`src/rtl/csync_pkg.sv`:
```
package csync_pkg;
  typedef enum logic [1:0] {
    PK_LINE   = 2'd0,
    PK_GLITCH = 2'd1,
    PK_LONG   = 2'd2,
    PK_BAD    = 2'd3
  } pulse_kind_e;
endpackage

```
`src/rtl/csync_width_meter.sv`:
```
module csync_width_meter #(
  parameter int CNT_W = 12
) (
  input  logic             clk,
  input  logic             rst_n,
  input  logic             sync_n,
  output logic             meas_valid,
  output logic [CNT_W-1:0] meas_width
);
  localparam logic [CNT_W-1:0] CNT_ONE = 1;

  logic             sync_q;
  logic [CNT_W-1:0] low_cnt;

  // Counts edges that sample the sync low; reports on the first high sample.
  always_ff @(posedge clk or negedge rst_n) begin
    if (!rst_n) begin
      sync_q     <= 1'b1;
      low_cnt    <= '0;
      meas_valid <= 1'b0;
      meas_width <= '0;
    end else begin
      sync_q     <= sync_n;
      meas_valid <= 1'b0;
      if (!sync_n) begin
        if (low_cnt != '1) low_cnt <= low_cnt + CNT_ONE;
      end else if (!sync_q) begin
        meas_valid <= 1'b1;
        meas_width <= low_cnt;
        low_cnt    <= '0;
      end
    end
  end
endmodule

```
`src/rtl/csync_kind_decoder.sv`:
```
module csync_kind_decoder
  import csync_pkg::*;
#(
  parameter int CNT_W      = 12,
  parameter int LINE_MIN   = 150,
  parameter int LINE_MAX   = 162,
  parameter int GLITCH_MIN = 8,
  parameter int GLITCH_MAX = 16,
  parameter int LONG_MIN   = 1001
) (
  input  logic [CNT_W-1:0] width,
  output pulse_kind_e      kind
);
  localparam logic [CNT_W-1:0] L_LO = CNT_W'(LINE_MIN);
  localparam logic [CNT_W-1:0] L_HI = CNT_W'(LINE_MAX);
  localparam logic [CNT_W-1:0] G_LO = CNT_W'(GLITCH_MIN);
  localparam logic [CNT_W-1:0] G_HI = CNT_W'(GLITCH_MAX);
  localparam logic [CNT_W-1:0] V_LO = CNT_W'(LONG_MIN);

  always_comb begin
    if (width >= L_LO && width <= L_HI)      kind = PK_LINE;
    else if (width >= G_LO && width <= G_HI) kind = PK_GLITCH;
    else if (width >= V_LO)                  kind = PK_LONG;
    else                                     kind = PK_BAD;
  end
endmodule

```
`src/rtl/csync_frame_tracker.sv`:
```
module csync_frame_tracker
  import csync_pkg::*;
#(
  parameter int LINE_W          = 9,
  parameter int LONGS_PER_FRAME = 3,
  parameter int ACT_FIRST       = 63,
  parameter int ACT_LINES       = 144
) (
  input  logic              clk,
  input  logic              rst_n,
  input  logic              meas_valid,
  input  pulse_kind_e       kind,
  output logic              line_start,
  output logic              frame_start,
  output logic              width_err,
  output logic [LINE_W-1:0] line_num,
  output logic              line_active
);
  localparam int RUN_W = $clog2(LONGS_PER_FRAME + 1);
  localparam logic [RUN_W-1:0]  RUN_LAST = RUN_W'(LONGS_PER_FRAME - 1);
  localparam logic [RUN_W-1:0]  RUN_ONE  = 1;
  localparam logic [LINE_W-1:0] NUM_ONE  = 1;
  localparam logic [LINE_W:0]   WIN_LO   = (LINE_W + 1)'(ACT_FIRST);
  localparam logic [LINE_W:0]   WIN_HI   = (LINE_W + 1)'(ACT_FIRST + ACT_LINES);

  logic [RUN_W-1:0]  long_run, run_nxt;
  logic [LINE_W-1:0] num_nxt;
  logic              ls_nxt, fs_nxt, er_nxt;

  always_comb begin
    run_nxt = long_run;
    num_nxt = line_num;
    ls_nxt  = 1'b0;
    fs_nxt  = 1'b0;
    er_nxt  = 1'b0;
    if (meas_valid) begin
      unique case (kind)
        PK_LINE: begin
          ls_nxt  = 1'b1;
          run_nxt = '0;
          if (line_num != '1) num_nxt = line_num + NUM_ONE;
        end
        PK_GLITCH: begin
          run_nxt = long_run;
        end
        PK_LONG: begin
          if (long_run == RUN_LAST) begin
            fs_nxt  = 1'b1;
            run_nxt = '0;
            num_nxt = '0;
          end else begin
            run_nxt = long_run + RUN_ONE;
          end
        end
        default: begin
          er_nxt  = 1'b1;
          run_nxt = '0;
        end
      endcase
    end
  end

  always_ff @(posedge clk or negedge rst_n) begin
    if (!rst_n) begin
      long_run    <= '0;
      line_num    <= '0;
      line_active <= 1'b0;
      line_start  <= 1'b0;
      frame_start <= 1'b0;
      width_err   <= 1'b0;
    end else begin
      long_run    <= run_nxt;
      line_num    <= num_nxt;
      line_active <= ({1'b0, num_nxt} >= WIN_LO) && ({1'b0, num_nxt} < WIN_HI);
      line_start  <= ls_nxt;
      frame_start <= fs_nxt;
      width_err   <= er_nxt;
    end
  end
endmodule

```
`src/rtl/csync_classifier.sv`:
```
module csync_classifier
  import csync_pkg::*;
#(
  parameter int CNT_W           = 12,
  parameter int LINE_W          = 9,
  parameter int LINE_MIN        = 150,
  parameter int LINE_MAX        = 162,
  parameter int GLITCH_MIN      = 8,
  parameter int GLITCH_MAX      = 16,
  parameter int LONG_MIN        = 1001,
  parameter int LONGS_PER_FRAME = 3,
  parameter int ACT_FIRST       = 63,
  parameter int ACT_LINES       = 144
) (
  input  logic              clk,
  input  logic              rst_n,
  input  logic              csync_n,
  output logic              line_start,
  output logic              frame_start,
  output logic              width_err,
  output logic [LINE_W-1:0] line_num,
  output logic              line_active
);
  logic             meas_valid;
  logic [CNT_W-1:0] meas_width;
  pulse_kind_e      kind;

  csync_width_meter #(.CNT_W(CNT_W)) u_meter (
    .clk        (clk),
    .rst_n      (rst_n),
    .sync_n     (csync_n),
    .meas_valid (meas_valid),
    .meas_width (meas_width)
  );

  csync_kind_decoder #(
    .CNT_W      (CNT_W),
    .LINE_MIN   (LINE_MIN),
    .LINE_MAX   (LINE_MAX),
    .GLITCH_MIN (GLITCH_MIN),
    .GLITCH_MAX (GLITCH_MAX),
    .LONG_MIN   (LONG_MIN)
  ) u_decode (
    .width (meas_width),
    .kind  (kind)
  );

  csync_frame_tracker #(
    .LINE_W          (LINE_W),
    .LONGS_PER_FRAME (LONGS_PER_FRAME),
    .ACT_FIRST       (ACT_FIRST),
    .ACT_LINES       (ACT_LINES)
  ) u_track (
    .clk         (clk),
    .rst_n       (rst_n),
    .meas_valid  (meas_valid),
    .kind        (kind),
    .line_start  (line_start),
    .frame_start (frame_start),
    .width_err   (width_err),
    .line_num    (line_num),
    .line_active (line_active)
  );
endmodule

```
`config.mk`:
```
export PLATFORM = sky130hd
export DESIGN_NAME = csync_classifier
export DESIGN_NICKNAME = d
export VERILOG_FILES = /design/src/rtl/csync_pkg.sv /design/src/rtl/csync_width_meter.sv /design/src/rtl/csync_kind_decoder.sv /design/src/rtl/csync_frame_tracker.sv /design/src/rtl/csync_classifier.sv
export SDC_FILE = /design/constraint.sdc
export NUM_CORES = 1
export LEC_CHECK = 0
export BUFFER_PORTS_ARGS = -buffer_cell sky130_fd_sc_hd__buf_2
export CORE_AREA = 2 2 65 67
export DETAILED_ROUTE_END_ITERATION = 10
export DIE_AREA = 0 0 67 69
export MAX_ROUTING_LAYER = met4
export PLACE_DENSITY = 0.79
export SLEW_MARGIN = 20
export SYNTH_ARGS = -nofsm -noshare
export SYNTH_HDL_FRONTEND = slang
export SYNTH_SLANG_ARGS = --single-unit
```
`constraint.sdc`:
```
create_clock -name clk -period 2.54 [get_ports clk]
set_input_delay 0.381 -clock clk [delete_from_list [all_inputs] [get_ports clk]]
set_output_delay 0.381 -clock clk [all_outputs]
set_load 0.01 [all_outputs]
```
# After elaboration in Yosys (flattened, before gate mapping)
# Index checks and enable logic that the tools add are counted.
# totals
regBits	41
wordCells	58
output_inout_bits	13
input_bits	3
# op_classes
muxes	21
n_addsub	3
n_reduce_logical	9
eq_ne	6
n_bitwise	2
n_lt_le_gt_ge	7
# op_table
op	count
two-way mux 12 bit	3
two-way mux 9 bit	3
one-hot mux 9 bit (2 select lines)	1
adder 12 x 1 -> 12 bit (second input constant)	1
greater-or-equal comparator 12 x 10 -> 1 bit (second input constant)	1
greater-or-equal comparator 12 x 4 -> 1 bit (second input constant)	1
greater-or-equal comparator 12 x 8 -> 1 bit (second input constant)	1
<= comparator 12 x 5 -> 1 bit (second input constant)	1
<= comparator 12 x 8 -> 1 bit (second input constant)	1
inequality test 12 bit (second input constant)	1
two-way mux 1 bit	10
adder 9 x 1 -> 9 bit (second input constant)	1
greater-or-equal comparator 9 x 6 -> 1 bit (second input constant)	1
less-than comparator 9 x 8 -> 1 bit (second input constant)	1
inequality test 9 bit (second input constant)	1
two-way mux 2 bit	3
AND reduction 2 bit	3
== test 2 bit (second input constant)	2
one-hot mux 2 bit (2 select lines)	1
logical AND 1 bit	3
OR reduction 3 bit	1
adder 2 x 1 -> 2 bit (second input constant)	1
== test 2 x 1 -> 1 bit (second input constant)	1
zero test 2 bit	1
3 further kinds	4

# Logic depth before layout (Yosys ltp)
# depth
depth_word	9
mapped_depth	9
mapped_depth_nobuf	9

# Modules after synthesis
# From an unflattened synthesis, not the netlist that was laid out.
# unflattened
cells_unflattened	206
hier_area_um2	2168.3
# by_module_without_submodules
mod	cells_per_inst	n_inst	seq_area_each_um2	area_per_inst_um2
csync_width_meter	105	1	651.9	1196.1
csync_frame_tracker	83	1	375.4	852.1
csync_kind_decoder	18	1	0.0	120.1

# Worst setup path after synthesis
# OpenSTA, ideal clock, no wires.
# synth_timing
kind	reg2reg
start	register u_meter.meas_width[4]
end	register u_track.line_active
stages_incl_launch_ff	9
arrival_ns	2.403
setup_time_ns	0.126
slack_ns	0.010
period_less_slack_ns	2.530
t_required_ns	2.414
path_cell_list	dfrtp_1 or4b_1 a211o_1 a211oi_4 and3_1 a41oi_1 a311oi_2 o311a_1 nor3_2
# synth_between
elab_chain_cells	9
# synth_rtl
element	line	rtl
from (decl)	csync_width_meter.sv:8	output logic [CNT_W-1:0] meas_width
from (signal assigned)	csync_width_meter.sv:29	meas_width <= low_cnt;
greater-or-equal comparator 12 x 10 -> 1 bit, or another cell as far along	csync_kind_decoder.sv:23	else if (width >= V_LO) kind = PK_LONG;
two-way mux 1 bit / logical AND 1 bit (equally long branches)	csync_kind_decoder.sv:23, csync_kind_decoder.sv:22	
two-way mux 2 bit	csync_kind_decoder.sv:22	else if (width >= G_LO && width <= G_HI) kind = PK_GLITCH;
two-way mux 2 bit (*)	csync_kind_decoder.sv:21	if (width >= L_LO && width <= L_HI) kind = PK_LINE;
== test 2 bit / zero test 2 bit (equally long branches)	csync_frame_tracker.sv:37	unique case (kind)
one-hot mux 9 bit (2 select lines) (*)	csync_frame_tracker.sv:37	
two-way mux 9 bit (*)	csync_frame_tracker.sv:36	if (meas_valid) begin
named net u_track.num_nxt[6]	csync_frame_tracker.sv:27	logic [LINE_W-1:0] num_nxt;
greater-or-equal comparator 9 x 6 -> 1 bit / less-than comparator 9 x 8 -> 1 bit (equally long branches)	csync_frame_tracker.sv:74	line_active <= ({1'b0, num_nxt} >= WIN_LO) && ({1'b0, num_nxt} < WIN_HI);
logical AND 1 bit (*)	csync_frame_tracker.sv:74	
to (signal assigned)	csync_frame_tracker.sv:74	
to (decl)	csync_frame_tracker.sv:17	output logic line_active
# Mark *: on every way through the listed nets, which the timed path passes. The rest lies on a longest branch.
# A chain may end at the register's enable or synchronous reset.

# Worst setup path in the final report
# layout_timing
start	register u_meter.meas_width[2]
end	register u_track.line_active
# The elaborated chain is that of the path after synthesis.

==> metrics <==
area share of the largest cell type after synthesis=51.2%; Post-Synth Simple-Gate Area=27.3%; critical path startpoint category=register; Hold Worst Slack=0.204 ns; status=finished with violations; Final Cycle Share=105%; Syn Inst Count=209; Die ar.=4620 um2; CP endpoint kind=register; number of synthesized flops with an enable pin=0; DR WL/cell=13.9 um; clock power share=33.3%; core area=3910 um2; Critical Path RT=2.76 ns; Synth area leader=dfrtp_1; GRT Resource Usage Total=20.3%; pre-CTS WS=-0.153 ns; unrepaired setup endpoints after global routing=true; clk_lat worst skew=0.29 ns; synthesized net count=214; number of CTS-inserted buffers=5; Setup-failing EPs final=1; min-delay worst type=input port to async pin; total wire length=4.07 mm; max-cap violations=0; main combinational cell family by area after synthesis=simple AND/OR/NAND/NOR gates; Crit-path slowest cell=or4b_1; Max Buffers Root-to-Sink=2; Rel. slew slack=41.4%; synth warn=0; # DRC=0; synth unique cells=44; global route overflow=0; largest net degree at the start of global routing=42; Syn-to-layout area delta=18.7%; critical path class=register to register; Worst-path clk slew=0.08 ns; Initial Util=50.0%; # hold bufs at CTS=0; RePlAce Congestion=0.863; initial antenna violation count=0; Final Hold Viols=0; die width=67 um; DP Area=2190 um2; worst vdd rail ir drop=0.378 mV; vias per inst=5.37; register bit count reported by yosys=41; Top FF cell, synth=dfrtp_1; Die Ht=69 um; power per cell area=573 nW/um2; CTS root buffer=clkbuf_8; Avg Inst Size Synth=9.36 um2; CTS tree=yes; worst slew pin tran=0.879 ns; post-route design area=2320 um2; PnR worst setup slack=-0.124 ns; failing checks=negative setup slack; via count=1574; asr flop ratio synth=100%; FP Rows=23; Seq/Total Area, Yosys=52.5%; dpl hpwl=2.84 mm; Synth area leaders=dfrtp_1, nand2_1, o21ai_0, and3_1, nand3_1; nets=247; post-synthesis compound-gate area fraction=13.9%; first-pass GRT wire length=7.15 mm; area of the mapped netlist=1960 um2; Max Clock Skew=0.00669 ns; layout cells sized above 1=20.2%; Psw=0.348 mW; CTS sink count=41; DR pass1 iterations=5; CP arrival=2.88 ns; critical path fanouts, max=7; DRT antenna net count=0; vias in the first global route=1600; Max Clk Rate=0.375 GHz; CP Cell Sequence=or4b_1 > a211o_1 > a211oi_4 > and2_4 > a41o_1 > mux2i_2 > o311a_1 > nor3_2; Largest stage delay, worst path=0.53 ns; Adder-Cell Fraction of Synth Area=1.28%; mux share of post-synthesis cell area=2.24%; XOR/XNOR Fraction of Synth Area=0.895%; Tmin final=2.66 ns; count of pins over their slew limit=0; PortBufs=15; H-tree Lvls=2; I/O pin cnt=16; internal power=0.982 mW; diode count=0; leakage power=1.20 nW; Comb power frac=11.3%; Seq pwr share=55.4%; sw frac=26.2%; Detailed Route Iter0 Violations=119
-- layout make-up --
cell class              instances  area (um2)
clock buffers                   6        82.6
clock inverters                 2        13.8
fillers                       352        1590
inverters                       5        18.8
multi-input cells             158         922
flip-flops and latches         41        1030
well taps                      50        62.6
repair buffers                 31         195
-- power groups by stage --
stage / logic [mW] / registers (mW) / clock network (mW)
CTS: 0.153 / 0.735 / 0.454
detailed placement: 0.151 / 0.747 / 0
global route: 0.176 / 0.744 / 0.494
floorplan: 0.0769 / 0.748 / 0
global placement: 0.149 / 0.743 / 0
finish: 0.150 / 0.737 / 0.444
-- cell usage in the layout, fill, tap and decap left out, types with 2 or more instances in the layout --
cell type   n
nor4_1      2
or4_1       2
nand3_1     9
inv_1       5
a21o_1      2
nor2_1     11
nand4_1     3
dfrtp_1    40
mux2i_1     2
or4b_1      2
buf_4      16
clkbuf_8    6
nand2b_1    2
a211oi_2    2
a21oi_1     6
buf_2      15
a31oi_1     2
and3_1     10
o21ai_0    16
nand2_1    57
and4_1      2
ha_1        2
-- through the flow --
stage	power [mW]	cells	setup TNS [ns]	utilization (%)
after detailed placement	0.899	284	-0.153	55.9
after global routing	1.41	293	-0.232	59.3
after global placement	0.892	284	-0.0357	55.9
after floorplan	0.825	209	0	-
final	1.33	293	-0.124	59.3
after CTS	1.34	292	-0.0590	58.9
-- final timing paths --
check                                        from                     end  slack [ns]  cells past startpoint
max reg2reg                 u_meter.meas_width[2]     u_track.line_active       -0.12                      8
min                                         rst_n     u_track.line_num[7]        0.20                      1
min reg2reg                u_meter.meas_width[11]  u_meter.meas_width[11]        0.48                      2
min in group clk                          csync_n          u_meter.sync_q        0.25                      1
max in group asynchronous                   rst_n     u_track.line_num[1]        1.78                      1
max                         u_meter.meas_width[2]     u_track.line_active       -0.12                      8
-- routing by layer --
layer | share of wire, % | track usage, %
met5 | 0 | -
met4 | 1.6 | 6.58
met3 | 2.8 | 3.92
met2 | 52 | 34.4
met1 | 44 | 23.9
-- cells by family (layout without fill, tap and decap cells) --
logic type                 Yosys count  after routing
buffers and inverters               10             44
adders and majority gates            2              2
DFF                                 41             41
AOI/OAI and AO/OA                   40             40
xor gates and xnor gates             2              2
and+or+nand+nor                    110            110
muxes                                4              4
-- flip-flops by register name, summed over array words and instances, names as in the netlist, 2 cells and up --
signal and flops:
u_meter.meas_width 12, u_track.long_run 2, u_meter.low_cnt 12, u_track.line_num 9
-- cells in the mapped netlist, drive strengths merged (2+ instances only) --
cell type  count
nand2         57
dfrtp         40
o21ai         16
and3          11
nor2          11
nand3          9
a21oi          6
inv            5
a211oi         4
clkbuf         4
mux2i          4
nand4          3
a21o           2
a311oi         2
a31oi          2
and2           2
and4           2
ha             2
nand2b         2
nor3           2
nor4           2
or4            2
or4b           2
-- worst max-delay path, delay by kind of cell, from the launching register on --
| family | cells | cell delay (ns) |
|---|---|---|
| muxes | 1 | 0.08 |
| and+or+nand+nor | 3 | 0.92 |
| DFF | 1 | 0.38 |
| AOI/OAI and AO/OA | 4 | 1.22 |
-- what timing repair did --
item | 4_1_cts | 5_1_grt
setup endpoints to repair | 1 | 1
setup buffers | 0 | 1
gates resized for setup | 5 | 1
pin swaps | 3 | 2
(Power assumes the default switching activity.)
